<file path="config.mk">
export PLATFORM = sky130hd
export DESIGN_NAME = bpsk_corr_demod
export DESIGN_NICKNAME = d
export VERILOG_FILES = /design/src/rtl/bpsk_demod_pkg.sv /design/src/rtl/bpsk_sm_conv.sv /design/src/rtl/bpsk_sign_mult.sv /design/src/rtl/bpsk_period_ctr.sv /design/src/rtl/bpsk_corr_acc.sv /design/src/rtl/bpsk_corr_demod.sv
export SDC_FILE = /design/constraint.sdc
export NUM_CORES = 2
export LEC_CHECK = 0
export BUFFER_PORTS_ARGS = -buffer_cell sky130_fd_sc_hd__buf_2
export CAP_MARGIN = 0
export CORE_ASPECT_RATIO = 1.5
export CORE_MARGIN = 5
export CORE_UTILIZATION = 46
export DETAILED_ROUTE_END_ITERATION = 7
export REMOVE_ABC_BUFFERS = 1
export SYNTH_ARGS = -nofsm -noshare
export SYNTH_HDL_FRONTEND = slang
export SYNTH_SLANG_ARGS = --single-unit
</file>
<file path="constraint.sdc">
create_clock -name clk -period 9.3 [get_ports clk]
set_input_delay 0 -clock clk [delete_from_list [all_inputs] [get_ports clk]]
set_output_delay 0 -clock clk [all_outputs]
set_load 0.01 [all_outputs]
</file>
<file path="src/rtl/bpsk_demod_pkg.sv">
package bpsk_demod_pkg;
  // Sign of a sign/magnitude value.
  typedef enum logic {
    SGN_POS = 1'b0,
    SGN_NEG = 1'b1
  } sgn_e;
endpackage

</file>
<file path="src/rtl/bpsk_sm_conv.sv">
// Offset-binary code to sign and magnitude around the midscale code.
module bpsk_sm_conv
  import bpsk_demod_pkg::*;
#(
  parameter int DATA_W = 14
) (
  input  logic [DATA_W-1:0] code_i,
  output sgn_e              sign_o,
  output logic [DATA_W-1:0] mag_o
);
  localparam logic [DATA_W-1:0] MID = {1'b0, {(DATA_W-1){1'b1}}};

  always_comb begin
    if (code_i >= MID) begin
      sign_o = SGN_POS;
      mag_o  = code_i - MID;
    end else begin
      sign_o = SGN_NEG;
      mag_o  = MID - code_i;
    end
  end

  // A negative code always lies strictly below midscale.
  always_comb begin
    p_neg_nonzero_r1: assert (!(sign_o == SGN_NEG) || (mag_o != '0))
      else $error("negative sign with zero magnitude");
  end
endmodule

</file>
<file path="src/rtl/bpsk_sign_mult.sv">
// Magnitude product with XOR sign, returned in two's complement.
module bpsk_sign_mult
  import bpsk_demod_pkg::*;
#(
  parameter int DATA_W = 14,
  localparam int PROD_W = 2 * DATA_W + 1
) (
  input  sgn_e                     a_sign_i,
  input  logic [DATA_W-1:0]        a_mag_i,
  input  sgn_e                     b_sign_i,
  input  logic [DATA_W-1:0]        b_mag_i,
  output logic signed [PROD_W-1:0] prod_o
);
  logic [2*DATA_W-1:0]        mag_prod;
  logic signed [PROD_W-1:0]   mag_ext;
  logic                       neg;

  always_comb begin
    mag_prod = a_mag_i * b_mag_i;
    mag_ext  = $signed({1'b0, mag_prod});
    neg      = (a_sign_i != b_sign_i);
    prod_o   = neg ? -mag_ext : mag_ext;
  end

  always_comb begin
    p_zero_term_r3: assert (!((a_mag_i == '0) || (b_mag_i == '0)) || (prod_o == '0))
      else $error("zero operand gave nonzero term");
    p_term_sign_r3: assert ((mag_prod == '0) || (prod_o[PROD_W-1] == (a_sign_i != b_sign_i)))
      else $error("term sign differs from operand sign XOR");
  end
endmodule

</file>
<file path="src/rtl/bpsk_period_ctr.sv">
// Counts accepted samples over one bit period and wraps.
module bpsk_period_ctr #(
  parameter int BIT_LEN = 100000,
  localparam int CNT_W = (BIT_LEN > 2) ? $clog2(BIT_LEN) : 1
) (
  input  logic clk,
  input  logic rst,
  input  logic step_i,
  output logic at_last_o
);
  localparam logic [CNT_W-1:0] LAST = CNT_W'(BIT_LEN - 1);

  logic [CNT_W-1:0] cnt;

  always_ff @(posedge clk) begin
    if (rst) begin
      cnt <= '0;
    end else if (step_i) begin
      cnt <= (cnt == LAST) ? '0 : cnt + 1'b1;
    end
  end

  assign at_last_o = (cnt == LAST);

  p_cnt_range_r8: assert property (@(posedge clk) disable iff (rst) cnt <= LAST)
    else $error("period count out of range");
  p_idle_hold_r9: assert property (@(posedge clk) disable iff (rst) !step_i |=> $stable(cnt))
    else $error("period count moved without an accepted sample");
endmodule

</file>
<file path="src/rtl/bpsk_corr_acc.sv">
// One correlation accumulator; restarts from the current term on the first sample of a period.
module bpsk_corr_acc #(
  parameter int PROD_W = 29,
  parameter int ACC_W  = 47
) (
  input  logic                     clk,
  input  logic                     rst,
  input  logic                     en_i,
  input  logic                     first_i,
  input  logic signed [PROD_W-1:0] term_i,
  output logic signed [ACC_W-1:0]  total_o
);
  logic signed [ACC_W-1:0] acc;
  logic signed [ACC_W-1:0] term_x;

  always_comb begin
    term_x  = ACC_W'(term_i);
    total_o = (first_i ? '0 : acc) + term_x;
  end

  always_ff @(posedge clk) begin
    if (rst) begin
      acc <= '0;
    end else if (en_i) begin
      acc <= total_o;
    end
  end

  p_no_overflow_r4: assert property (@(posedge clk) disable iff (rst)
      (en_i && !first_i && (acc[ACC_W-1] == term_x[ACC_W-1])) |-> (total_o[ACC_W-1] == acc[ACC_W-1]))
    else $error("accumulator wrapped");
endmodule

</file>
<file path="src/rtl/bpsk_corr_demod.sv">
// Coherent BPSK correlation demodulator: input register, product register, accumulate/decide.
module bpsk_corr_demod
  import bpsk_demod_pkg::*;
#(
  parameter int DATA_W  = 14,
  parameter int BIT_LEN = 100000
) (
  input  logic              clk,
  input  logic              rst,
  input  logic              in_valid,
  output logic              in_ready,
  input  logic [DATA_W-1:0] in_adc,
  input  logic [DATA_W-1:0] in_ref,
  output logic              out_valid,
  output logic              out_bit
);
  localparam int PROD_W = 2 * DATA_W + 1;
  localparam int ACC_W  = PROD_W + $clog2(BIT_LEN + 1);
  localparam int NBR    = 2;  // branch 0: reference, branch 1: antiphase
  localparam logic [DATA_W-1:0] FULL = {{(DATA_W-1){1'b1}}, 1'b0};

  logic accept;
  logic at_last;
  logic in_ready_q;

  // Stage 1: registered raw codes.
  logic              s1_valid, s1_last;
  logic [DATA_W-1:0] s1_adc;
  logic [DATA_W-1:0] s1_ref [NBR];

  // Stage 2: registered signed terms.
  logic                     s2_valid, s2_last;
  logic signed [PROD_W-1:0] s2_term [NBR];

  // Accumulate stage.
  logic                     first_q;
  logic signed [PROD_W-1:0] term_w  [NBR];
  logic signed [ACC_W-1:0]  total_w [NBR];
  logic [DATA_W-1:0]        ref_mag [NBR];
  sgn_e                     ref_sgn [NBR];
  logic [DATA_W-1:0]        adc_mag;
  sgn_e                     adc_sgn;

  assign in_ready = in_ready_q;
  assign accept   = in_valid && in_ready_q;

  always_ff @(posedge clk) begin
    if (rst) in_ready_q <= 1'b0;
    else     in_ready_q <= 1'b1;
  end

  bpsk_period_ctr #(.BIT_LEN(BIT_LEN)) u_ctr (
    .clk      (clk),
    .rst      (rst),
    .step_i   (accept),
    .at_last_o(at_last)
  );

  always_ff @(posedge clk) begin
    if (rst) begin
      s1_valid  <= 1'b0;
      s1_last   <= 1'b0;
      s1_adc    <= '0;
      s1_ref[0] <= '0;
      s1_ref[1] <= '0;
    end else begin
      s1_valid <= accept;
      s1_last  <= accept && at_last;
      if (accept) begin
        s1_adc    <= in_adc;
        s1_ref[0] <= in_ref;
        s1_ref[1] <= FULL - in_ref;
      end
    end
  end

  bpsk_sm_conv #(.DATA_W(DATA_W)) u_conv_adc (
    .code_i(s1_adc),
    .sign_o(adc_sgn),
    .mag_o (adc_mag)
  );

  for (genvar g = 0; g < NBR; g++) begin : g_branch
    bpsk_sm_conv #(.DATA_W(DATA_W)) u_conv (
      .code_i(s1_ref[g]),
      .sign_o(ref_sgn[g]),
      .mag_o (ref_mag[g])
    );

    bpsk_sign_mult #(.DATA_W(DATA_W)) u_mult (
      .a_sign_i(adc_sgn),
      .a_mag_i (adc_mag),
      .b_sign_i(ref_sgn[g]),
      .b_mag_i (ref_mag[g]),
      .prod_o  (term_w[g])
    );

    bpsk_corr_acc #(.PROD_W(PROD_W), .ACC_W(ACC_W)) u_acc (
      .clk    (clk),
      .rst    (rst),
      .en_i   (s2_valid),
      .first_i(first_q),
      .term_i (s2_term[g]),
      .total_o(total_w[g])
    );
  end

  always_ff @(posedge clk) begin
    if (rst) begin
      s2_valid <= 1'b0;
      s2_last  <= 1'b0;
      for (int i = 0; i < NBR; i++) s2_term[i] <= '0;
    end else begin
      s2_valid <= s1_valid;
      s2_last  <= s1_last;
      if (s1_valid) begin
        for (int i = 0; i < NBR; i++) s2_term[i] <= term_w[i];
      end
    end
  end

  always_ff @(posedge clk) begin
    if (rst) begin
      first_q   <= 1'b1;
      out_valid <= 1'b0;
      out_bit   <= 1'b0;
    end else begin
      out_valid <= s2_valid && s2_last;
      if (s2_valid) first_q <= s2_last;
      if (s2_valid && s2_last) out_bit <= (total_w[0] > total_w[1]);
    end
  end

  p_ready_in_reset_r9: assert property (@(posedge clk) rst |=> !in_ready)
    else $error("ready high during reset");
  p_ready_after_reset_r9: assert property (@(posedge clk) disable iff (rst) 1'b1 |=> in_ready)
    else $error("ready low outside reset");
  p_one_shot_r7: assert property (@(posedge clk) disable iff (rst) out_valid |=> !out_valid)
    else $error("strobe longer than one cycle");
  p_strobe_cause_r7: assert property (@(posedge clk) disable iff (rst)
      $rose(out_valid) |-> $past(s2_valid && s2_last))
    else $error("strobe without a completed period");
  p_bit_hold_r7: assert property (@(posedge clk) disable iff (rst) !out_valid |-> $stable(out_bit))
    else $error("decision changed between strobes");
endmodule

</file>
After elaboration in Yosys (flattened, before gate mapping)
Memory sizes are Yosys's and may differ from the RTL's. Index checks and enable logic that the tools add are counted.

RAM bits: 86. Bits of input ports: 31. Bits in registers: 131. Memories kept: 2. Word-level logic and storage cells: 66.

Memory list: s2_term (words 2, width 29, rd ports 2, clocked after memory_dff 0, write ports 2, line bpsk_corr_demod.sv:33) `logic signed [PROD_W-1:0] s2_term [NBR];`; s1_ref (words 2, width 14, rd ports 2, clocked after memory_dff 0, write ports 2, line bpsk_corr_demod.sv:29) `logic [DATA_W-1:0] s1_ref [NBR];`.

Muxes and demuxes: 24. Equality and inequality tests: 3. Reductions and logical operators: 3. Multiply operators: 2. Add/sub/neg operators: 12. Bitwise logic cells: 4. Magnitude comparators: 4.

Operators with widths (count): two-way mux 29 bit (4); adder 46 bit (2); two-way mux 46 bit (2); two-way mux 14 bit (5); negation 28 -> 29 bit (2); multiplier 14 x 14 -> 28 bit (2); > comparator 46 bit (1); >= comparator 14 x 13 -> 1 bit, second input constant (3); subtractor 13 x 14 -> 14 bit, first input constant (3); subtractor 14 x 13 -> 14 bit, second input constant (3); adder 17 x 1 -> 17 bit, second input constant (1); == test 17 bit, second input constant (1); two-way mux 17 bit (1); subtractor 14 bit, first input constant (1); two-way mux 1 bit (12); OR 1 bit (4); logical AND 1 bit (3); != test 1 bit (2).

Logic depth before layout (Yosys ltp)
An unclocked memory read counts as a cell.

Depth after elaboration: 7. Gate-level depth with buffers: 34. Mapped depth without buffers: 31.

Modules after synthesis
A second synthesis with hierarchy kept.

Cell total of the unflattened synthesis: 3695. Area, all modules: 31243.7 um2.

By module, submodules not included: bpsk_corr_acc (area each 4680.7 um2, cells each 605, instances 2); bpsk_sign_mult at g_branch[0].u_mult (area each 7564.8 um2, cells each 909, instances 1); bpsk_sign_mult at g_branch[1].u_mult (area each 7393.3 um2, cells each 891, instances 1); bpsk_corr_demod (area each 5190.0 um2, cells each 461, instances 1); bpsk_sm_conv (area each 306.5 um2, cells each 43, instances 3); bpsk_period_ctr (area each 814.5 um2, cells each 95, instances 1).

Least setup slack after synthesis
OpenSTA, ideal clock, no wires.

Path type: register to register. From: reg s1_adc[4]. To: mem s2_term[1][26], in the netlist s2_term[0][55], data pin. Buffers on the path: 5. Path slack: 515 ps. Required time: 9031 ps. Library setup time: 269 ps. Stages on the path, launching flop included: 33. Arrival: 8516 ps. Cells stage by stage: dfxtp_1 > and3_1 > and3_1 > and4_1 > clkbuf_1 > a31o_2 > clkbuf_1 > nand2_1 > xor2_1 > clkbuf_1 > clkbuf_1 > nand2_1 > fa_1 > inv_1 > fa_1 > fa_1 > fa_1 > fa_1 > inv_1 > fa_1 > inv_1 > ha_1 > clkbuf_1 > nand3_1 > nor3_1 > a22oi_1 > a21oi_1 > mux2_2 > a2111oi_4 > o211ai_1 > nor4_1 > o21ai_0 > nor3b_1.

RTL lines: start: declaration (line bpsk_corr_demod.sv:28) `logic [DATA_W-1:0] s1_adc;`; start signal: assignment (line bpsk_corr_demod.sv:70) `s1_adc <= in_adc;`; end: declaration (line bpsk_corr_demod.sv:33).

==> flow_summary.json <==
{
  "status": "complete, no violations",
  "wl_um": 84400,
  "fin_tns_setup_ps": 0,
  "gp_congestion": 0.914,
  "final.period_utilization_pct": 94.6,
  "drive_gt1_share_pct": 6.56,
  "path_clk_slew_ps": 60,
  "drt-met1-wl_um": 32500,
  "ios": 34,
  "rsz0062_at_grt": "false",
  "max_freq_ghz": 0.114,
  "drv_cap": 0,
  "clock-sinks": 215,
  "start_util_pct": 46.4,
  "skew_ps": 21.5,
  "die_x_um": 220,
  "instances_no_fill": 4612,
  "vias_per_cell": 5.53,
  "area_growth_pct": 9.53,
  "finalHoldViolations": 0,
  "dp_hpwl_um": 67400,
  "yosysSeqAreaShare_pct": 16.9,
  "nNetsFinal": 4358,
  "antenna_cells": 0,
  "cts_tree": "built",
  "globalRouteTotalUtil_pct": 23.6,
  "slew_headroom_pct": 24.5,
  "root_buffer": "clkbuf_16",
  "cts_buffer_depth": 3,
  "finalMaxSlewViolations": 0,
  "dp.cells": 4517,
  "setup_ws_ps": 501,
  "cp.arrival_ps": 9100,
  "core_area_sq_um": 65600,
  "synth_edf_count": 84,
  "clock_latency_ps": 580,
  "detail-route-antenna-nets": 0,
  "cts_buffers": 26,
  "grt_pass1_vias": 26100,
  "cp_max_fo": 12,
  "wl_per_cell_um": 18.3,
  "yosys_warnings": 0,
  "tightest_slew_ps": 1130,
  "synth.distinct_cells": 89,
  "r2r_cells": 31,
  "placed_area_sq_um": 31800,
  "grt_max_degree": 59,
  "pre_cts_ws_ps": 309,
  "cpPeakStageDelay_ps": 560,
  "drt_iter0_drc": 1495,
  "drt_drc_violations_left": 0,
  "final_area_sq_um": 33300,
  "crit_slowest_cell": "fa_1",
  "synthArstFlopShare_pct": 0,
  "worst-setup-path-type": "reg2reg",
  "wl_met2_um": 43600,
  "ys_ff_latch": 215,
  "die_h_um": 325,
  "vias": 25500,
  "syn_area_sq_um": 30400,
  "io_buffers": 33,
  "h-tree-depth": 1,
  "dr.pass1.iters": 7,
  "dieArea_sq_um": 71500,
  "min_path_cells": 4,
  "min_path_type": "in2reg",
  "period_minus_slack_ps": 8800,
  "cp-end-kind": "register",
  "dr_wl_met3_um": 2700,
  "synthFlopType": "dfxtp_1",
  "syn_area_per_cell_sq_um": 8.27,
  "critPathLaunchType": "register",
  "setup-violations-final": 0,
  "globalRouteOverflowTotal": 0,
  "antenna_found_initial": 0,
  "num_rows": 115,
  "cp_data_required_time_ps": 9600,
  "grt_first_pass_wirelength_um": 137000,
  "top_layer_used": "met4",
  "syn_inst": 3678
}
[state kept, by name, summed over array words and instances (netlist names)]
name,count
in_ready,1
first_q,1
s1_adc,14
s2_valid,1
out_bit,1
s2_last,1
u_ctr.cnt,17
out_valid,1
s2_term,57
s1_ref,27
s1_valid,1
s1_last,1
g_branch.u_acc.acc,92
[cells in the mapped netlist (6+ instances only)]
cell,instances,area [sq um]
o21ai_0,119,596
o21a_1,27,203
a211oi_1,22,165
a21o_1,88,661
o211a_1,6,60.1
buf_1,12,45.0
nor3_1,57,285
nor4_1,16,100
clkbuf_1,135,507
or3_1,20,125
nor2b_1,126,788
mux2i_1,42,420
o311ai_0,13,114
fa_1,284,5690
a21oi_1,214,1070
o21bai_1,30,225
edfxtp_1,84,2520
nor2_1,407,1530
xnor2_1,141,1230
or2_2,21,131
and2_1,39,244
o211ai_1,18,135
nand3_1,70,350
xor2_1,111,972
nand2_1,396,1490
and3_1,58,363
a31oi_1,28,175
dfxtp_1,131,2620
a41oi_1,6,52.6
inv_1,379,1420
nand2b_1,51,319
a31o_2,11,96.3
ha_1,328,4100
and4_1,12,105
nand4_1,41,257
a211o_1,7,61.3
o31ai_1,17,128
[critical path: cells and delay by family, from the launching register on]
kind	cells	cell delay (ps)
compound gates	7	1690
xor+xnor	1	210
fa+ha+maj	7	3490
buf+inv	7	580
flops	1	450
mux	1	400
simple gates	8	1720
[routing by layer]
layer / vias to the layer above / global-route usage (%)
met2: 559 / 43.5
met3: 224 / 1.90
met4: 0 / 12.1
met5: - / 0
li1: 12500 / -
met1: 12200 / 26.8
[through the flow]
stage / hold WS, ps / util [%]
2_1_floorplan: 69.1 / -
3_3_place_gp: 246 / 48.4
3_5_place_dp: 247 / 48.4
4_1_cts: 137 / 50.6
5_1_grt: 255 / 50.8
6_report: 179 / 50.8
[final cells by class]
| cell class | instances | area [sq um] |
|---|---|---|
| Multi-Input combinational cell | 2931 | 23500 |
| Clock buffer | 34 | 753 |
| Inverter | 380 | 1430 |
| Tap cell | 877 | 1100 |
| Fill cell | 6489 | 32300 |
| Clock inverter | 14 | 185 |
| Sequential cell | 215 | 5150 |
| Timing Repair Buffer | 161 | 1240 |
[cells by family (layout without fill, tap and decap cells)]
logic type | count (synthesis) | in the layout | synth area share [%]
adders and majority gates | 612 | 612 | 32.2
and+or+nand+nor | 1347 | 1347 | 21.1
AOI/OAI and AO/OA | 675 | 675 | 14.5
buffers and inverters | 532 | 589 | 6.60
muxes | 45 | 45 | 1.49
DFF | 215 | 215 | 16.9
xor gates and xnor gates | 252 | 252 | 7.25
[layout by cell type (no fill, tap or decap), drive strengths merged, types with 11 or more instances in the layout]
master / n
nor2: 407
nand2: 397
inv: 381
ha: 328
fa: 284
a21oi: 214
xnor2: 141
dfxtp: 131
nor2b: 126
o21ai: 126
buf: 116
xor2: 111
a21o: 88
edfxtp: 84
nand3: 70
and3: 58
nor3: 57
nand2b: 51
dlygate4sd3: 45
mux2i: 42
nand4: 41
and2: 40
clkbuf: 34
o21bai: 30
a31oi: 30
o21a: 27
a211oi: 25
or3: 22
or2: 21
o31ai: 19
o211ai: 18
nor4: 16
o311ai: 13
and4: 12
a31o: 11
[worst paths after layout]
check,from,end,slack (ps)
worst max register to register,s1_adc[4],s2_term[0][55],500
worst max-delay path,s1_adc[4],s2_term[0][55],500
worst min register to register,out_bit,out_bit,470
worst min-delay path,in_valid,s1_adc[0],180
[repair_timing]
item,4_1_cts,5_1_grt
endpoints found under the setup margin,0,19
hold endpoints to repair,59,0
setup buffers,0,2
hold buffers,45,0
gates resized for setup,0,22
Power is not shown: default switching activity piles up to over one toggle a cycle in this logic, so the estimate is an artifact.
